$ cat src/rtl/owreg_pkg.sv
package owreg_pkg;
    localparam int BYTE_W = 8;
    localparam int IDX_W  = $clog2(BYTE_W);
    localparam int WORD_W = 2 * BYTE_W;

    localparam logic [BYTE_W-1:0] OP_READ  = 8'h69;
    localparam logic [BYTE_W-1:0] OP_WRITE = 8'h6C;

    localparam logic [BYTE_W-1:0] A_STATUS = 8'h01;
    localparam logic [BYTE_W-1:0] A_FEAT   = 8'h08;
    localparam logic [BYTE_W-1:0] A_CUR_HI = 8'h0E;
    localparam logic [BYTE_W-1:0] A_CUR_LO = 8'h0F;
    localparam logic [BYTE_W-1:0] A_ACC_HI = 8'h10;
    localparam logic [BYTE_W-1:0] A_ACC_LO = 8'h11;

    localparam int B_SLEEP = 6;
    localparam int B_OPSEL = 4;
    localparam int B_PIO   = 6;

    typedef enum logic [2:0] {
        ST_IDLE,
        ST_OPCODE,
        ST_ADDRESS,
        ST_READ,
        ST_WRITE,
        ST_SKIP
    } seq_state_t;
endpackage

$ cat src/rtl/owreg_seq.sv
module owreg_seq
    import owreg_pkg::*;
(
    input  logic              clk,
    input  logic              rst_n,
    input  logic              bus_reset,
    input  logic              sel_start,
    input  logic              rx_valid,
    input  logic              rx_bit,
    input  logic              tx_req,
    output logic [BYTE_W-1:0] addr,
    output logic [IDX_W-1:0]  bit_idx,
    output logic              rd_active,
    output logic              wr_active,
    output logic              wr_commit,
    output logic [BYTE_W-1:0] wr_byte
);
    seq_state_t        st, st_nxt;
    logic [BYTE_W-1:0] shreg;
    logic              is_wr;
    logic              byte_done;
    logic [BYTE_W-1:0] rx_byte;
    logic              last_bit;

    assign last_bit  = (bit_idx == IDX_W'(BYTE_W - 1));
    assign byte_done = rx_valid && last_bit;
    assign rx_byte   = {rx_bit, shreg[BYTE_W-1:1]};

    always_comb begin
        st_nxt = st;
        if (bus_reset) begin
            st_nxt = ST_IDLE;
        end else begin
            unique case (st)
                ST_IDLE:    if (sel_start) st_nxt = ST_OPCODE;
                ST_OPCODE:  if (byte_done)
                                st_nxt = (rx_byte == OP_READ || rx_byte == OP_WRITE)
                                         ? ST_ADDRESS : ST_SKIP;
                ST_ADDRESS: if (byte_done) st_nxt = is_wr ? ST_WRITE : ST_READ;
                ST_READ:    st_nxt = ST_READ;
                ST_WRITE:   st_nxt = ST_WRITE;
                ST_SKIP:    st_nxt = ST_SKIP;
            endcase
        end
    end

    always_ff @(posedge clk or negedge rst_n) begin
        if (!rst_n) st <= ST_IDLE;
        else        st <= st_nxt;
    end

    always_ff @(posedge clk or negedge rst_n) begin
        if (!rst_n) begin
            shreg   <= '0;
            bit_idx <= '0;
            addr    <= '0;
            is_wr   <= 1'b0;
        end else if (bus_reset) begin
            bit_idx <= '0;
            is_wr   <= 1'b0;
        end else begin
            unique case (st)
                ST_IDLE: bit_idx <= '0;
                ST_OPCODE, ST_ADDRESS, ST_WRITE: begin
                    if (rx_valid) begin
                        shreg   <= rx_byte;
                        bit_idx <= bit_idx + 1'b1;
                    end
                    if (byte_done) begin
                        if (st == ST_OPCODE)  is_wr <= (rx_byte == OP_WRITE);
                        if (st == ST_ADDRESS) addr  <= rx_byte;
                        if (st == ST_WRITE)   addr  <= addr + 1'b1;
                    end
                end
                ST_READ: begin
                    if (tx_req) begin
                        bit_idx <= bit_idx + 1'b1;
                        if (last_bit) addr <= addr + 1'b1;
                    end
                end
                ST_SKIP: ;
            endcase
        end
    end

    assign rd_active = (st == ST_READ);
    assign wr_active = (st == ST_WRITE);
    assign wr_commit = wr_active && byte_done;
    assign wr_byte   = rx_byte;
endmodule

$ cat src/rtl/owreg_regs.sv
module owreg_regs
    import owreg_pkg::*;
(
    input  logic              clk,
    input  logic              rst_n,
    input  logic [BYTE_W-1:0] addr,
    input  logic [IDX_W-1:0]  bit_idx,
    input  logic              rd_active,
    input  logic              wr_active,
    input  logic              wr_commit,
    input  logic [BYTE_W-1:0] wr_byte,
    input  logic [WORD_W-1:0] cur_val,
    input  logic [WORD_W-1:0] acc_val,
    input  logic              pio_pin_in,
    output logic              tx_bit,
    output logic              sleep_en,
    output logic              opsel,
    output logic              pio_drive_low,
    output logic              acc_wr_en,
    output logic [WORD_W-1:0] acc_wr_data
);
    logic              pio_ctl;
    logic [BYTE_W-1:0] acc_stage;
    logic              hi_written;
    logic [WORD_W-1:0] snap_cur, snap_acc;
    logic              held_cur, held_acc;
    logic [WORD_W-1:0] cur_view, acc_view;
    logic [BYTE_W-1:0] rd_byte;

    assign cur_view = held_cur ? snap_cur : cur_val;
    assign acc_view = held_acc ? snap_acc : acc_val;

    always_comb begin
        rd_byte = '0;
        unique case (addr)
            A_STATUS: begin
                rd_byte[B_SLEEP] = sleep_en;
                rd_byte[B_OPSEL] = opsel;
            end
            A_FEAT:   rd_byte[B_PIO] = pio_pin_in;
            A_CUR_HI: rd_byte = cur_view[WORD_W-1:BYTE_W];
            A_CUR_LO: rd_byte = cur_view[BYTE_W-1:0];
            A_ACC_HI: rd_byte = acc_view[WORD_W-1:BYTE_W];
            A_ACC_LO: rd_byte = acc_view[BYTE_W-1:0];
            default:  rd_byte = '0;
        endcase
    end

    assign tx_bit        = rd_active ? rd_byte[bit_idx] : 1'b1;
    assign pio_drive_low = ~pio_ctl;

    always_ff @(posedge clk or negedge rst_n) begin
        if (!rst_n) begin
            sleep_en    <= 1'b0;
            opsel       <= 1'b0;
            pio_ctl     <= 1'b1;
            acc_stage   <= '0;
            hi_written  <= 1'b0;
            snap_cur    <= '0;
            snap_acc    <= '0;
            held_cur    <= 1'b0;
            held_acc    <= 1'b0;
            acc_wr_en   <= 1'b0;
            acc_wr_data <= '0;
        end else begin
            acc_wr_en <= 1'b0;
            if (!wr_active) hi_written <= 1'b0;
            if (!rd_active) begin
                held_cur <= 1'b0;
                held_acc <= 1'b0;
            end else if (bit_idx == '0) begin
                if (addr == A_CUR_HI && !held_cur) begin
                    snap_cur <= cur_val;
                    held_cur <= 1'b1;
                end
                if (addr == A_ACC_HI && !held_acc) begin
                    snap_acc <= acc_val;
                    held_acc <= 1'b1;
                end
            end
            if (wr_commit) begin
                unique case (addr)
                    A_STATUS: begin
                        sleep_en <= wr_byte[B_SLEEP];
                        opsel    <= wr_byte[B_OPSEL];
                    end
                    A_FEAT:   pio_ctl <= wr_byte[B_PIO];
                    A_ACC_HI: begin
                        acc_stage  <= wr_byte;
                        hi_written <= 1'b1;
                    end
                    A_ACC_LO: begin
                        acc_wr_en   <= 1'b1;
                        acc_wr_data <= {hi_written ? acc_stage : acc_val[WORD_W-1:BYTE_W],
                                        wr_byte};
                    end
                    default: ;
                endcase
            end
        end
    end
endmodule

$ cat src/rtl/owreg_cmd.sv
module owreg_cmd
    import owreg_pkg::*;
(
    input  logic              clk,
    input  logic              rst_n,
    input  logic              bus_reset,
    input  logic              sel_start,
    input  logic              rx_valid,
    input  logic              rx_bit,
    input  logic              tx_req,
    output logic              tx_bit,
    input  logic [WORD_W-1:0] cur_val,
    input  logic [WORD_W-1:0] acc_val,
    input  logic              pio_pin_in,
    output logic              pio_drive_low,
    output logic              sleep_en,
    output logic              opsel,
    output logic              acc_wr_en,
    output logic [WORD_W-1:0] acc_wr_data
);
    logic [BYTE_W-1:0] addr;
    logic [IDX_W-1:0]  bit_idx;
    logic              rd_active, wr_active, wr_commit;
    logic [BYTE_W-1:0] wr_byte;

    owreg_seq u_seq (
        .clk(clk), .rst_n(rst_n), .bus_reset(bus_reset), .sel_start(sel_start),
        .rx_valid(rx_valid), .rx_bit(rx_bit), .tx_req(tx_req),
        .addr(addr), .bit_idx(bit_idx), .rd_active(rd_active),
        .wr_active(wr_active), .wr_commit(wr_commit), .wr_byte(wr_byte)
    );

    owreg_regs u_regs (
        .clk(clk), .rst_n(rst_n), .addr(addr), .bit_idx(bit_idx),
        .rd_active(rd_active), .wr_active(wr_active), .wr_commit(wr_commit),
        .wr_byte(wr_byte), .cur_val(cur_val), .acc_val(acc_val),
        .pio_pin_in(pio_pin_in), .tx_bit(tx_bit), .sleep_en(sleep_en),
        .opsel(opsel), .pio_drive_low(pio_drive_low), .acc_wr_en(acc_wr_en),
        .acc_wr_data(acc_wr_data)
    );
endmodule

$ cat config.mk
export PLATFORM = sky130hd
export DESIGN_NAME = owreg_cmd
export DESIGN_NICKNAME = d
export VERILOG_FILES = /design/src/rtl/owreg_pkg.sv /design/src/rtl/owreg_seq.sv /design/src/rtl/owreg_regs.sv /design/src/rtl/owreg_cmd.sv
export SDC_FILE = /design/constraint.sdc
export NUM_CORES = 1
export LEC_CHECK = 0
export CORE_UTILIZATION = 59
export DETAILED_ROUTE_END_ITERATION = 8
export PLACE_DENSITY = 0.92
export SYNTH_ARGS = -nofsm -noshare
export SYNTH_HDL_FRONTEND = slang
export SYNTH_SLANG_ARGS = --single-unit
$ cat constraint.sdc
create_clock -name clk -period 6.6 [get_ports clk]
set_clock_uncertainty 0.1 [all_clocks]
set_input_delay 0.66 -clock clk [delete_from_list [all_inputs] [get_ports clk]]
set_output_delay 0.66 -clock clk [all_outputs]
set_load 0.1 [all_outputs]
==> flow_summary.yaml, run 1 <==
outcome:
  status: "finished clean"
drt:
  viasPerCell: 6.053
  num_vias: 3414
  drtAntennaViolNets: 0
  drtIter0Drc: 311
  finalWirelength_mm: 10.35
  routedWlPerCell_um: 18.36
  drc: 0
  first_pass_iters: 4
critical_path:
  crit_type: "flop to output port"
  worstPathArrival_ns: 3.99
  crit_fanout: 11
  start_kind: "flop"
  critPathCaptureType: "output port"
  cp_data_required_time_ns: 5.84
clock_network:
  cts.htree.levels: 3
  cts_buffers: 9
  cts-root-buf: "clkbuf_8"
  ctsHoldBuffers: 0
  clkTransAtPathRegs_ns: 0.10
  cts_tree: "yes"
  clockBufferDepth: 2
  postCtsSetupBuffers: 0
  clock_latency_ns: 0.36
  clock_sinks: 85
  ctsResizeCount: 0
synth:
  yosys_warnings: 0
  ys_async_sr_fraction_pct: 100.0
  avgSynthCellArea_um2: 11.04
  syn_area_um2: 4526
  ys_seq_area_share_pct: 47.03
  ys_types: 54
  synthCells: 410
  synth-seq-cells: 85
  synth_edf_count: 0
  ys.flop_type: "dfrtp_1"
  synth_nets: 457
final_layout:
  multi_input_area_um2: 2217
  area_growth_pct: 17.97
  final_nets: 507
  utilization_pct: 72.83
  diodes: 0
  fillers: 503
  drive_above_1_share_pct: 18.06
  final_cell_area_um2: 5339
  final-seq-area_um2: 2128
sta:
  rsz0062_at_grt: "no"
  tightest_slew_ns: 0.9848
  period_share_pct: 71.93
  final-setup-viol-count: 0
  setup_tns_ns: 0
  slew_headroom_pct: 34.14
  fin_crit_ns: 4.748
  slew_viol_final: 0
  max_freq_ghz: 0.2106
  hold_viol: 0
die:
  row_count: 31
  pin_count: 61
  start_util_pct: 61.73
  die_h_um: 89.58
  die-area_um2: 8025
  core_um2: 7331
  die_width_um: 89.58
hold_path:
  min_path_type: "primary input to asynchronous set/reset pin"
pwr:
  powerDensity_nw_per_um2: 207.6
  leakagePower_nw: 2.202
  irDropWorstVdd_uv: 194.1
global_routing:
  grt_pass1_vias: 3330
  antenna_found_initial: 0
  grt_pass1_wl_mm: 16.24
  grt_usage_pct: 27.18
  grt_remaining_overflow: 0
  grt_start_max_net_pins: 52
place:
  dpl.hpwl_mm: 7.291
  placed_area_um2: 5135
  place_congestion: 0.8986
  io_buffers: 60
run:
  maxCapViolCount: 0
==> Yosys cell counts, types with 2 or more instances <==
master	instances	area (µm²)
or3_1	2	12.51
buf_1	3	11.26
a221oi_1	2	17.52
o22ai_1	15	93.84
nand4_1	2	12.51
mux2i_1	42	420.4
a2111oi_0	3	26.28
nand2b_1	3	18.77
inv_1	12	45.04
nor4_1	4	25.02
nand3_1	9	45.04
nor2b_1	2	12.51
nor3_1	11	55.05
nand2_1	29	108.9
xnor2_1	2	17.52
o32ai_1	2	17.52
o21ai_0	12	60.06
mux2_4	9	135.1
a21oi_1	28	140.1
buf_2	5	25.02
or3b_2	2	17.52
a31oi_1	4	25.02
buf_6	3	33.78
ha_1	7	87.58
o211ai_1	4	30.03
nor2_1	24	90.09
clkbuf_1	12	45.04
dfrtp_1	84	2102
mux2_2	47	529.3
and3b_1	2	17.52
==> per-stage QoR <==
| step | setup WS, ns | cells | power, mW | hold slack, ns |
|---|---|---|---|---|
| 4_1_cts | 1.978 | 564 | 1.113 | 0.1544 |
| 3_3_place_gp | 2.380 | 548 | 0.7271 | 0.3874 |
| 6_report | 1.852 | 564 | 1.109 | 0.1375 |
| 2_1_floorplan | 0.7143 | 410 | 0.6631 | 0.2644 |
| 3_5_place_dp | 2.406 | 548 | 0.7355 | 0.3930 |
| 5_1_grt | 1.765 | 564 | 1.153 | 0.1781 |
==> cell families after synthesis <==
kind of cell / count (synthesis) / synth area share (%)
multiplexers: 98 / 23.97
flip-flops: 85 / 47.03
XOR/XNOR: 3 / 0.5807
AND/OR/NAND/NOR: 101 / 11.56
AO/OA/AOI/OAI: 80 / 10.95
adder cells (fa/ha/maj): 7 / 1.935
buffers and inverters: 36 / 3.981
==> final cells by class <==
| type | count | share of cell area (%) |
|---|---|---|
| timing repair buffer | 63 | 11.62 |
| multi-input combinational | 289 | 41.53 |
| clock inverter | 7 | 1.500 |
| clock buffer | 9 | 2.320 |
| sequential | 85 | 39.86 |
| inverter | 12 | 0.8437 |
| tap | 99 | 2.320 |
==> worst max-delay path: stages (launching register included) <==
cell             delay [ns]
dfrtp_1                0.44
inv_1                  0.14
ha_1                   0.18
or3b_2                 0.58
o22ai_1                0.28
a221oi_1               0.11
a2111oi_0              0.52
a31oi_1                0.07
o311ai_0               0.12
clkdlybuf4s50_1        1.20
==> per-layer routing <==
| metal | up-vias | routed length, µm | GRT usage [%] | part of all wire (%) |
|---|---|---|---|---|
| met5 | - | 0 | 0 | 0 |
| met4 | 0 | 229 | 12.70 | 2.2 |
| met3 | 23 | 541 | 4.662 | 5.2 |
| met2 | 107 | 5087 | 45.39 | 49 |
| met1 | 1678 | 4496 | 34.64 | 43 |
| li1 | 1606 | - | - | - |
==> path summary, 6_finish.rpt <==
path / slack [ns] / endpoint / startpoint / cells after the start
min: 0.14 / u_regs.snap_cur[13]$_DFFE_PN0P_ / rst_n / 1
max in group asynchronous: 5.25 / u_seq.addr[6]$_DFFE_PN0P_ / rst_n / 2
max reg2reg: 3.75 / u_regs.snap_acc[0]$_DFFE_PN0P_ / u_seq.st[1]$_DFFE_PN0P_ / 5
min reg2reg: 0.41 / u_regs.snap_cur[8]$_DFFE_PN0P_ / u_regs.snap_cur[8]$_DFFE_PN0P_ / 1
max: 1.85 / tx_bit / u_seq.addr[1]$_DFFE_PN0P_ / 9
min in group clk: 0.41 / u_regs.snap_cur[8]$_DFFE_PN0P_ / u_regs.snap_cur[8]$_DFFE_PN0P_ / 1
==> flip-flops by register name (all words and copies together) (netlist names), 3 cells and up <==
name,cells
u_regs.acc_wr_data,16
u_regs.snap_acc,16
u_regs.snap_cur,16
u_regs.acc_stage,8
u_seq.addr,8
u_seq.shreg,7
u_seq.bit_idx,3
u_seq.st,3
==> cell usage in the layout (no fill, tap or decap), drive strengths merged, types with 3 or more instances in the layout <==
cell type	instances
a2111oi	3
ha	7
o21ai	12
o22ai	15
mux2	56
a21oi	28
nand2b	3
nand3	9
nor3	12
clkdlybuf4s50	59
dfrtp	84
inv	15
buf	4
nor2	24
o211ai	4
nor4	5
a31oi	4
clkbuf	9
nand2	29
mux2i	42
==> power by group <==
group	total [mW]	internal, mW	switching, mW
clock network	0.381	0.180	0.201
registers	0.599	0.550	0.0488
logic	0.129	0.0708	0.0581
(Power assumes the default switching activity.)
==> inputs of run 2 (changes only) <==
--- a/config.mk
+++ b/config.mk
@@ -5,9 +5,9 @@
 export SDC_FILE = /design/constraint.sdc
 export NUM_CORES = 1
 export LEC_CHECK = 0
-export CORE_UTILIZATION = 59
+export CORE_UTILIZATION = 55
 export DETAILED_ROUTE_END_ITERATION = 8
-export PLACE_DENSITY = 0.92
+export PLACE_DENSITY = 0.87
 export SYNTH_ARGS = -nofsm -noshare
 export SYNTH_HDL_FRONTEND = slang
 export SYNTH_SLANG_ARGS = --single-unit
==> constraint.sdc (replaced) <==
create_clock -name clk -period 4.4 [get_ports clk]
set_clock_uncertainty 0.1 [all_clocks]
set_input_delay 0.44 -clock clk [delete_from_list [all_inputs] [get_ports clk]]
set_output_delay 0.44 -clock clk [all_outputs]
set_load 0.1 [all_outputs]
==> run 2 against run 1 <==
Against the previous run:
- cell count is 0.71% higher
- via count is 0.56% lower
- sequential power is 50% higher
- clock power is 56% higher
- hold slack better by 0.27 ns
- power is 52% higher
- critical path depth is 2 lower
- design area is 0.56% higher
==> flow_summary.yaml, run 2 (same netlist as run 1, synthesis figures left out) <==
critical_path:
  worstPathArrival_ns: 2.92
  crit_type: "flop to output port"
  reg2reg_depth: 9
  worstPathBufferInverterCount: 1
  critPathCaptureType: "output port"
  cp_slowest_cell: "dfrtp_1"
  cp_data_required_time_ns: 3.86
  timing.critical_path.slowest_cell_delay_ns: 0.93
  cp_cell_sequence: "mux2i_1 -> o22ai_1 -> a2111oi_0 -> nor2_1 -> a31oi_1 -> o311ai_2 -> buf_4"
  crit_fanout: 18
  start_kind: "flop"
  cp_top_family: "compound AO/OA/AOI/OAI gates"
  critical_path_depth: 7
clock_network:
  clkTransAtPathRegs_ns: 0.09
  cts_tree: "yes"
  clock_sinks: 85
  clock_latency_ns: 0.35
  cts-root-buf: "clkbuf_8"
  cts_buffers: 9
  cts.htree.levels: 3
  clockBufferDepth: 2
  postCtsSetupBuffers: 0
place:
  io_buffers: 60
  placed_area_um2: 5144
  place_congestion: 0.9152
  dpl.hpwl_mm: 7.479
global_routing:
  grt_pass1_vias: 3351
  antenna_found_initial: 0
  grt_remaining_overflow: 0
  grt_pass1_wl_mm: 16.68
  grt_start_max_net_pins: 50
  grt_usage_pct: 25.28
pwr:
  irDropWorstVdd_uv: 215.5
  powerDensity_nw_per_um2: 313.8
  leakagePower_nw: 2.211
final_layout:
  final-seq-area_um2: 2128
  layout_common_cells: "dfrtp_1 (84), clkdlybuf4s50_1 (58), mux2_2 (47), mux2i_1 (42), nand2_1 (29)"
  drive_above_1_share_pct: 18.45
  area_growth_pct: 18.63
  multi_input_area_um2: 2225
  fillers: 615
  largest_registers: "u_regs.acc_wr_data: 16 flops, u_regs.snap_acc: 16 flops, u_regs.snap_cur: 16 flops"
  diodes: 0
  final_cell_area_um2: 5369
  final_common_cell: "dfrtp_1"
  final_nets: 508
sta:
  period_share_pct: 78.66
  slew_viol_final: 0
  setup_tns_ns: 0
  tightest_slew_ns: 1.014
  hold_viol: 0
  rsz0062_at_grt: "no"
  slew_headroom_pct: 32.06
  max_freq_ghz: 0.2889
  fin_crit_ns: 3.461
  timing.hold.ws_ns: 0.4117
  final-setup-viol-count: 0
drt:
  drtIter0Drc: 192
  routedWlPerCell_um: 18.15
  drc: 0
  finalWirelength_mm: 10.31
  first_pass_iters: 7
  num_vias: 3395
  drtAntennaViolNets: 0
  viasPerCell: 5.977
outcome:
  status: "finished clean"
die:
  row_count: 32
  die_width_um: 92.71
  die-area_um2: 8595
  pin_count: 61
  core_um2: 7848
  start_util_pct: 57.67
  die_h_um: 92.71
hold_path:
  min_path_cells: 1
  min_path_type: "flop to flop"
run:
  maxCapViolCount: 0
## run 2: report_power, final
group | internal [mW] | switching [mW] | total (mW)
combinational | 0.107 | 0.0867 | 0.193
sequential | 0.825 | 0.0726 | 0.897
clock | 0.289 | 0.305 | 0.594
total | 1.22 | 0.464 | 1.68
## run 2: per-stage QoR
stage               cells  utilization [%]  setup slack [ns]  total power [mW]
CTS                   568            68.42            0.9619             1.693
finish                568            68.42            0.9388             1.685
detailed placement    551            65.55             1.331             1.102
floorplan             410                -            0.8410            0.9951
global route          568            68.42            0.8095             1.753
global placement      551            65.55             1.365             1.093
## run 2: path summary, 6_finish.rpt
kind / from / to / slack [ns]
setup / recovery: u_regs.held_acc$_DFFE_PN0P_ / tx_bit / 0.94
hold / removal: u_regs.acc_stage[0]$_DFFE_PN0P_ / u_regs.acc_stage[0]$_DFFE_PN0P_ / 0.41
setup reg to reg: u_seq.bit_idx[1]$_DFFE_PN0P_ / u_regs.acc_wr_data[11]$_DFFE_PN0P_ / 1.43
hold reg to reg: u_regs.acc_stage[0]$_DFFE_PN0P_ / u_regs.acc_stage[0]$_DFFE_PN0P_ / 0.41
max in group asynchronous: rst_n / u_regs.opsel$_DFFE_PN0P_ / 2.72
min in group asynchronous: rst_n / u_regs.snap_cur[7]$_DFFE_PN0P_ / 0.48
## run 2: layer usage
layer,share of wire [%],track usage [%]
met5,0,0
met2,50,42.90
met1,43,32.92
met4,1.7,8.333
met3,4.7,4.351
## run 2: worst reg2reg max path, stage by stage (launching register included)
cell     delay (ns)
dfrtp_1        0.48
ha_1           0.20
ha_1           0.20
nand2_1        0.12
inv_1          0.12
nand4_1        0.26
nor3_2         0.91
buf_4          0.33
nor2_1         0.05
a21oi_1        0.12
## run 2: what timing repair did
action,4_1_cts,5_1_grt
hold buffers,1,0
hold endpoints to repair,36,0
resized for setup,0,0
## run 2: area by class of cell
type                            count  share of cell area [%]
Clock buffer                       10                   2.564
Clock inverter                      6                   1.445
Inverter                           12                  0.8390
Multi-Input combinational cell    289                   41.44
Sequential cell                    85                   39.64
Tap cell                          102                   2.377
Timing Repair Buffer               64                   11.70
